### src/rtl/ea_pkg.sv
package ea_pkg;

  typedef enum logic [2:0] {
    ST_IDLE,
    ST_RIX,
    ST_RBASE,
    ST_PTR,
    ST_OPND,
    ST_FIN
  } ea_state_e;

  localparam logic [2:0] MD_ABS  = 3'd0;
  localparam logic [2:0] MD_IDX  = 3'd1;
  localparam logic [2:0] MD_IND  = 3'd2;
  localparam logic [2:0] MD_POST = 3'd3;
  localparam logic [2:0] MD_PRE  = 3'd4;
  localparam logic [2:0] MD_RIND = 3'd5;
  localparam logic [2:0] MD_BIDX = 3'd6;
  localparam logic [2:0] MD_BAD  = 3'd7;

  function automatic logic md_needs_ix(input logic [2:0] m);
    return (m == MD_IDX) || (m == MD_POST) || (m == MD_PRE) || (m == MD_BIDX);
  endfunction

  function automatic logic md_needs_base(input logic [2:0] m);
    return (m == MD_RIND) || (m == MD_BIDX);
  endfunction

  function automatic logic md_is_indirect(input logic [2:0] m);
    return (m == MD_IND) || (m == MD_POST) || (m == MD_PRE);
  endfunction

endpackage

### src/rtl/ea_rst_sync.sv
module ea_rst_sync #(
  parameter int STAGES = 2
) (
  input  logic clk,
  input  logic rst_n,
  output logic rst_sync_n
);
  logic [STAGES-1:0] sync_q;

  always_ff @(posedge clk or negedge rst_n) begin
    if (!rst_n) sync_q <= '0;
    else        sync_q <= {sync_q[STAGES-2:0], 1'b1};
  end

  assign rst_sync_n = sync_q[STAGES-1];
endmodule

### src/rtl/ea_ctrl.sv
module ea_ctrl
  import ea_pkg::*;
(
  input  ea_state_e  state_q,
  input  logic       start,
  input  logic [2:0] mode_in,
  input  logic [2:0] mode_q,
  input  logic       mem_valid,
  output ea_state_e  state_d,
  output logic       accept
);
  assign accept = (state_q == ST_IDLE) && start;

  always_comb begin
    state_d = state_q;
    case (state_q)
      ST_IDLE: begin
        if (start) begin
          if (mode_in == MD_BAD)            state_d = ST_FIN;
          else if (md_needs_ix(mode_in))    state_d = ST_RIX;
          else if (md_needs_base(mode_in))  state_d = ST_RBASE;
          else if (md_is_indirect(mode_in)) state_d = ST_PTR;
          else                              state_d = ST_OPND;
        end
      end
      ST_RIX: begin
        if (md_needs_base(mode_q))       state_d = ST_RBASE;
        else if (md_is_indirect(mode_q)) state_d = ST_PTR;
        else                             state_d = ST_OPND;
      end
      ST_RBASE: state_d = ST_OPND;
      ST_PTR:   if (mem_valid) state_d = ST_OPND;
      ST_OPND:  if (mem_valid) state_d = ST_FIN;
      ST_FIN:   state_d = ST_IDLE;
      default:  state_d = ST_IDLE;
    endcase
  end
endmodule

### src/rtl/ea_addr_gen.sv
module ea_addr_gen
  import ea_pkg::*;
#(
  parameter int WORD_W = 10
) (
  input  logic              ptr_phase,
  input  logic [2:0]        mode,
  input  logic [WORD_W-1:0] konst,
  input  logic [WORD_W-1:0] ix,
  input  logic [WORD_W-1:0] base,
  input  logic [WORD_W-1:0] ptr,
  output logic [WORD_W-1:0] addr
);
  always_comb begin
    if (ptr_phase) begin
      addr = (mode == MD_PRE) ? konst + ix : konst;
    end else begin
      case (mode)
        MD_ABS:  addr = konst;
        MD_IDX:  addr = konst + ix;
        MD_IND:  addr = ptr;
        MD_POST: addr = ptr + ix;
        MD_PRE:  addr = ptr;
        MD_RIND: addr = base;
        MD_BIDX: addr = base + ix;
        default: addr = konst;
      endcase
    end
  end
endmodule

### src/rtl/ea_unit.sv
module ea_unit
  import ea_pkg::*;
#(
  parameter int WORD_W      = 10,
  parameter int RSW         = 3,
  parameter int SYNC_STAGES = 2
) (
  input  logic              clk,
  input  logic              rst_n,
  input  logic              start,
  input  logic [2:0]        mode,
  input  logic [WORD_W-1:0] addr_const,
  input  logic [RSW-1:0]    idx_sel,
  input  logic [RSW-1:0]    base_sel,
  output logic [RSW-1:0]    rf_addr,
  input  logic [WORD_W-1:0] rf_data,
  output logic              mem_req,
  output logic [WORD_W-1:0] mem_addr,
  input  logic              mem_valid,
  input  logic [WORD_W-1:0] mem_rdata,
  output logic              busy,
  output logic              done,
  output logic              err,
  output logic [WORD_W-1:0] operand
);
  logic rst_sync_n;

  ea_rst_sync #(.STAGES(SYNC_STAGES)) rst_i (
    .clk        (clk),
    .rst_n      (rst_n),
    .rst_sync_n (rst_sync_n)
  );

  ea_state_e         state_q, state_d;
  logic              accept;
  logic [2:0]        mode_q;
  logic [WORD_W-1:0] konst_q, ix_q, base_q, ptr_q, opnd_q, opnd_d;
  logic [RSW-1:0]    isel_q, bsel_q;
  logic              err_q;
  logic              ix_en, base_en, ptr_en, opnd_en;

  ea_ctrl ctrl_i (
    .state_q   (state_q),
    .start     (start),
    .mode_in   (mode),
    .mode_q    (mode_q),
    .mem_valid (mem_valid),
    .state_d   (state_d),
    .accept    (accept)
  );

  ea_addr_gen #(.WORD_W(WORD_W)) agen_i (
    .ptr_phase (state_q == ST_PTR),
    .mode      (mode_q),
    .konst     (konst_q),
    .ix        (ix_q),
    .base      (base_q),
    .ptr       (ptr_q),
    .addr      (mem_addr)
  );

  // enables for the datapath registers
  always_comb begin
    ix_en   = (state_q == ST_RIX);
    base_en = (state_q == ST_RBASE);
    ptr_en  = (state_q == ST_PTR) && mem_valid;
    opnd_en = accept || ((state_q == ST_OPND) && mem_valid);
    opnd_d  = accept ? '0 : mem_rdata;
  end

  always_ff @(posedge clk or negedge rst_sync_n) begin
    if (!rst_sync_n) state_q <= ST_IDLE;
    else             state_q <= state_d;
  end

  always_ff @(posedge clk or negedge rst_sync_n) begin
    if (!rst_sync_n) begin
      mode_q  <= MD_ABS;
      konst_q <= '0;
      isel_q  <= '0;
      bsel_q  <= '0;
      err_q   <= 1'b0;
    end else if (accept) begin
      mode_q  <= mode;
      konst_q <= addr_const;
      isel_q  <= idx_sel;
      bsel_q  <= base_sel;
      err_q   <= (mode == MD_BAD);
    end
  end

  always_ff @(posedge clk or negedge rst_sync_n) begin
    if (!rst_sync_n)  ix_q <= '0;
    else if (ix_en)   ix_q <= rf_data;
  end

  always_ff @(posedge clk or negedge rst_sync_n) begin
    if (!rst_sync_n)  base_q <= '0;
    else if (base_en) base_q <= rf_data;
  end

  always_ff @(posedge clk or negedge rst_sync_n) begin
    if (!rst_sync_n)  ptr_q <= '0;
    else if (ptr_en)  ptr_q <= mem_rdata;
  end

  always_ff @(posedge clk or negedge rst_sync_n) begin
    if (!rst_sync_n)  opnd_q <= '0;
    else if (opnd_en) opnd_q <= opnd_d;
  end

  assign rf_addr = (state_q == ST_RIX) ? isel_q : bsel_q;
  assign mem_req = (state_q == ST_PTR) || (state_q == ST_OPND);
  assign busy    = (state_q != ST_IDLE);
  assign done    = (state_q == ST_FIN);
  assign err     = done && err_q;
  assign operand = opnd_q;
endmodule

### config.mk
export PLATFORM = sky130hd
export DESIGN_NAME = ea_unit
export DESIGN_NICKNAME = d
export VERILOG_FILES = /design/src/rtl/ea_pkg.sv /design/src/rtl/ea_rst_sync.sv /design/src/rtl/ea_ctrl.sv /design/src/rtl/ea_addr_gen.sv /design/src/rtl/ea_unit.sv
export SDC_FILE = /design/constraint.sdc
export NUM_CORES = 1
export LEC_CHECK = 0
export ABC_AREA = 1
export BUFFER_PORTS_ARGS = -buffer_cell sky130_fd_sc_hd__buf_2
export CAP_MARGIN = 20
export CORE_MARGIN = 1.5
export CORE_UTILIZATION = 60
export CTS_CLUSTER_SIZE = 40
export DETAILED_ROUTE_END_ITERATION = 6
export PLACE_DENSITY = 0.89
export SLEW_MARGIN = 30
export SYNTH_ARGS = -nofsm -noshare
export SYNTH_HDL_FRONTEND = slang
export SYNTH_SLANG_ARGS = --single-unit
### constraint.sdc
create_clock -name clk -period 7.9 [get_ports clk]
set_clock_uncertainty 0.2 [all_clocks]
set_input_delay 0.395 -clock clk [delete_from_list [all_inputs] [get_ports clk]]
set_output_delay 0.395 -clock clk [all_outputs]
set_load 0.02 [all_outputs]
==> metrics.yaml <==
die_height_um: 87.2
global_route.usage.total_pct: 32.8
yosys.cell_count.top_type: "sky130_fd_sc_hd__nand2_1"
floorplan.rows: 30
synthTopCellsByCount: "sky130_fd_sc_hd__nand2_1, sky130_fd_sc_hd__inv_1, sky130_fd_sc_hd__dfrtp_1, sky130_fd_sc_hd__o21ai_0, sky130_fd_sc_hd__nand3_1"
slew_at_the_pin_closest_to_its_max_slew_limit_ps: 816
mappedNetlistNets: 679
clock-root-buffer: "sky130_fd_sc_hd__clkbuf_8"
area_delta_synth_final_pct: 13.8
dpl.hpwl_um: 8770
final_net_count: 744
required_ps: 7300
post_cts_buffers: 0
place_congestion: 0.960
clkSlewWorstSetupHoldPaths_ps: 70
floorplan_core_area_um2: 6830
htree_num_levels: 3
numCtsBuffers: 9
floorplan.initialDensity_pct: 62.2
layout_filler_cell_count: 587
synth.cell_area_um2: 4250
grt_pass1_wl_um: 19200
cts_repair_resize_count: 0
p_leak_nw: 2.69
pin_count_of_the_biggest_net_entering_global_routing: 41
wl_met3_um: 692
period_minus_slack_ps: 3970
wirelength_um: 11500
vdd.ir_drop.worst_mv: 0.313
cts_hold_buffers: 1
dr.pass1.iters: 5
synthDistinctLibCells: 36
report.final.slew_viol_count: 0
initial_antenna_violation_count: 0
layout_cells_sized_above_1_pct: 14.4
grt_setup_unrepaired: "false"
fin_hold_ws_ps: 37.1
gate_count_post_synth: 616
via_count_of_the_first_global_routing_pass: 4030
cts_num_sinks: 65
residual_antenna_violating_net_count_after_detailed_routing: 0
tritoncts: "yes"
met2RoutedLength_um: 5320
status: "finished, final reports clean"
synth_area_per_cell_um2: 6.90
post-route-drc-count: 0
maxCapViolations: 0
dr_total_vias: 4348
cp_data_arrival_time_ps: 3380
worst_setup_path_end_kind: "output pin"
max_freq_mhz: 252
routedWlPerCell_um: 14.7
synth_area_leader_cell: "sky130_fd_sc_hd__dfrtp_1"
synth_sequential_area_ratio_pct: 38.3
synth_edf_count: 0
synthDominantCellAreaShare_pct: 38.3
cts_buffer_depth: 2
detailedRoute.firstIterationViolations: 353
antennaDiodeCount: 0
dieArea_um2: 7600
maxSlewHeadroom_pct: 45.4
port_buffers: 69
final.period_utilization_pct: 50.3
startpoint_type_of_the_worst_setup_path: "flip-flop"
wl_met1_um: 5060
floorplan.die.width_um: 87.2
highest_layer: "met4"
timing.final.hold_violations: 0
power.density_nw_per_um2: 511
vias_per_cell: 5.56
pin_count: 70
worstPathMaxFanout: 21
holdCritPathClass: "primary input to flip-flop"
synth.area.top_cells: "sky130_fd_sc_hd__dfrtp_1, sky130_fd_sc_hd__nand2_1, sky130_fd_sc_hd__o21ai_0, sky130_fd_sc_hd__inv_1, sky130_fd_sc_hd__nand3_1"
synth_async_sr_flop_share_pct: 100
postSynthRegisterBits: 65
setup-tns-final_ps: 0
postSynth.topFlopCell: "sky130_fd_sc_hd__dfrtp_1"
critical_path_class: "flip-flop to output pin"
warnings_from_yosys: 0
globalRouteOverflowTotal: 0
setup-violations-final: 0
worst_skew_pair.late_latency_ps: 350
-- final timing paths --
path | start | to | slack (ps) | cells after the start
worst max-delay path | mode_q[0] | mem_addr[4] | 3930 | 14
worst min-delay path | idx_sel[2] | isel_q[2] | 40 | 3
worst max register to register | state_q[1] | konst_q[9] | 5310 | 7
worst min register to register | rst_i.sync_q[1] | bsel_q[0] | 60 | 0
max in group asynchronous | rst_i.sync_q[1] | base_q[4] | 6530 | 1
min in group asynchronous | rst_i.sync_q[1] | bsel_q[0] | 60 | 0
-- power breakdown --
part	leakage (nW)	total [W]	internal [W]	switching (W)
clock	0.0933	0.000280	0.000145	0.000134
combinational	1.78	0.00157	0.000524	0.00104
sequential	0.811	0.000625	0.000484	0.000141
total	2.69	0.00247	0.00115	0.00132
-- cell usage in the layout (no fill, tap or decap), types with 2 or more instances in the layout --
cell type	count
sky130_fd_sc_hd__fa_1	2
sky130_fd_sc_hd__or2_2	2
sky130_fd_sc_hd__nor2_1	46
sky130_fd_sc_hd__nand3_2	2
sky130_fd_sc_hd__ha_1	18
sky130_fd_sc_hd__buf_2	69
sky130_fd_sc_hd__clkinv_2	2
sky130_fd_sc_hd__nand2_2	2
sky130_fd_sc_hd__dfrtp_1	64
sky130_fd_sc_hd__a21oi_1	32
sky130_fd_sc_hd__o22ai_1	5
sky130_fd_sc_hd__nand3_1	52
sky130_fd_sc_hd__o21ai_0	65
sky130_fd_sc_hd__inv_1	75
sky130_fd_sc_hd__nand4_1	7
sky130_fd_sc_hd__inv_2	3
sky130_fd_sc_hd__clkbuf_8	9
sky130_fd_sc_hd__o21ai_1	2
sky130_fd_sc_hd__clkbuf_1	2
sky130_fd_sc_hd__nand3b_1	5
sky130_fd_sc_hd__o21ai_2	2
sky130_fd_sc_hd__o211ai_1	4
sky130_fd_sc_hd__a211oi_1	2
sky130_fd_sc_hd__nand2_1	194
sky130_fd_sc_hd__xor2_1	3
-- metrics by stage --
stage	std cells	setup slack (ps)	util [%]	area (µm²)	power [W]
3_5_place_dp	765	4370	67.9	4640	0.00216
3_3_place_gp	765	4460	67.9	4640	0.00212
4_1_cts	782	3970	70.8	4840	0.00245
6_report	782	3930	70.8	4840	0.00247
2_1_floorplan	616	4790	-	4250	0.00175
5_1_grt	782	3630	70.8	4840	0.00271
-- kinds of logic (layout without fill, tap and decap cells) --
logic type,count (synthesis),in the layout,synth area share [%]
simple gates,313,313,30.8
compound gates,116,116,14.6
buf+inv,96,166,8.95
flops,65,65,38.3
fa+ha+maj,20,20,6.24
xor+xnor,4,4,0.824
other cells,1,1,0.0882
mux,1,1,0.265
-- flip-flops by register name, summed over array words and instances, names as in the netlist --
signal        count
base_q           10
ix_q             10
konst_q          10
operand          10
ptr_q            10
bsel_q            3
isel_q            3
mode_q            3
state_q           3
rst_i.sync_q      2
err_q             1
-- cell type report --
type | instances | area (µm²) | area share, %
Inverter | 79 | 297 | 6.13
Clock inverter | 5 | 56.3 | 1.16
Timing Repair Buffer | 71 | 363 | 7.50
Tap cell | 96 | 120 | 2.48
Multi-Input combinational cell | 455 | 2240 | 46.4
Clock buffer | 11 | 131 | 2.71
Sequential cell | 65 | 1630 | 33.6
-- metal layers --
| layer | track usage (%) | vias up |
|---|---|---|
| met2 | 52.5 | 175 |
| li1 | - | 2131 |
| met1 | 43.7 | 2005 |
| met5 | 0 | - |
| met4 | 13.6 | 0 |
| met3 | 6.73 | 37 |
-- worst max-delay path: stages (launching register included) --
cell	delay [ps]
sky130_fd_sc_hd__dfrtp_1	400
sky130_fd_sc_hd__inv_2	130
sky130_fd_sc_hd__nand3_1	530
sky130_fd_sc_hd__nand2_1	200
sky130_fd_sc_hd__o21ai_0	110
sky130_fd_sc_hd__ha_1	290
sky130_fd_sc_hd__fa_1	470
sky130_fd_sc_hd__nand3_1	110
sky130_fd_sc_hd__nand3_1	120
sky130_fd_sc_hd__a21oi_1	140
sky130_fd_sc_hd__o21ai_0	100
sky130_fd_sc_hd__nand3_1	90
sky130_fd_sc_hd__nand2_1	50
sky130_fd_sc_hd__o21ai_1	90
sky130_fd_sc_hd__buf_2	190
No activity file was read; power rests on OpenSTA's default activity.
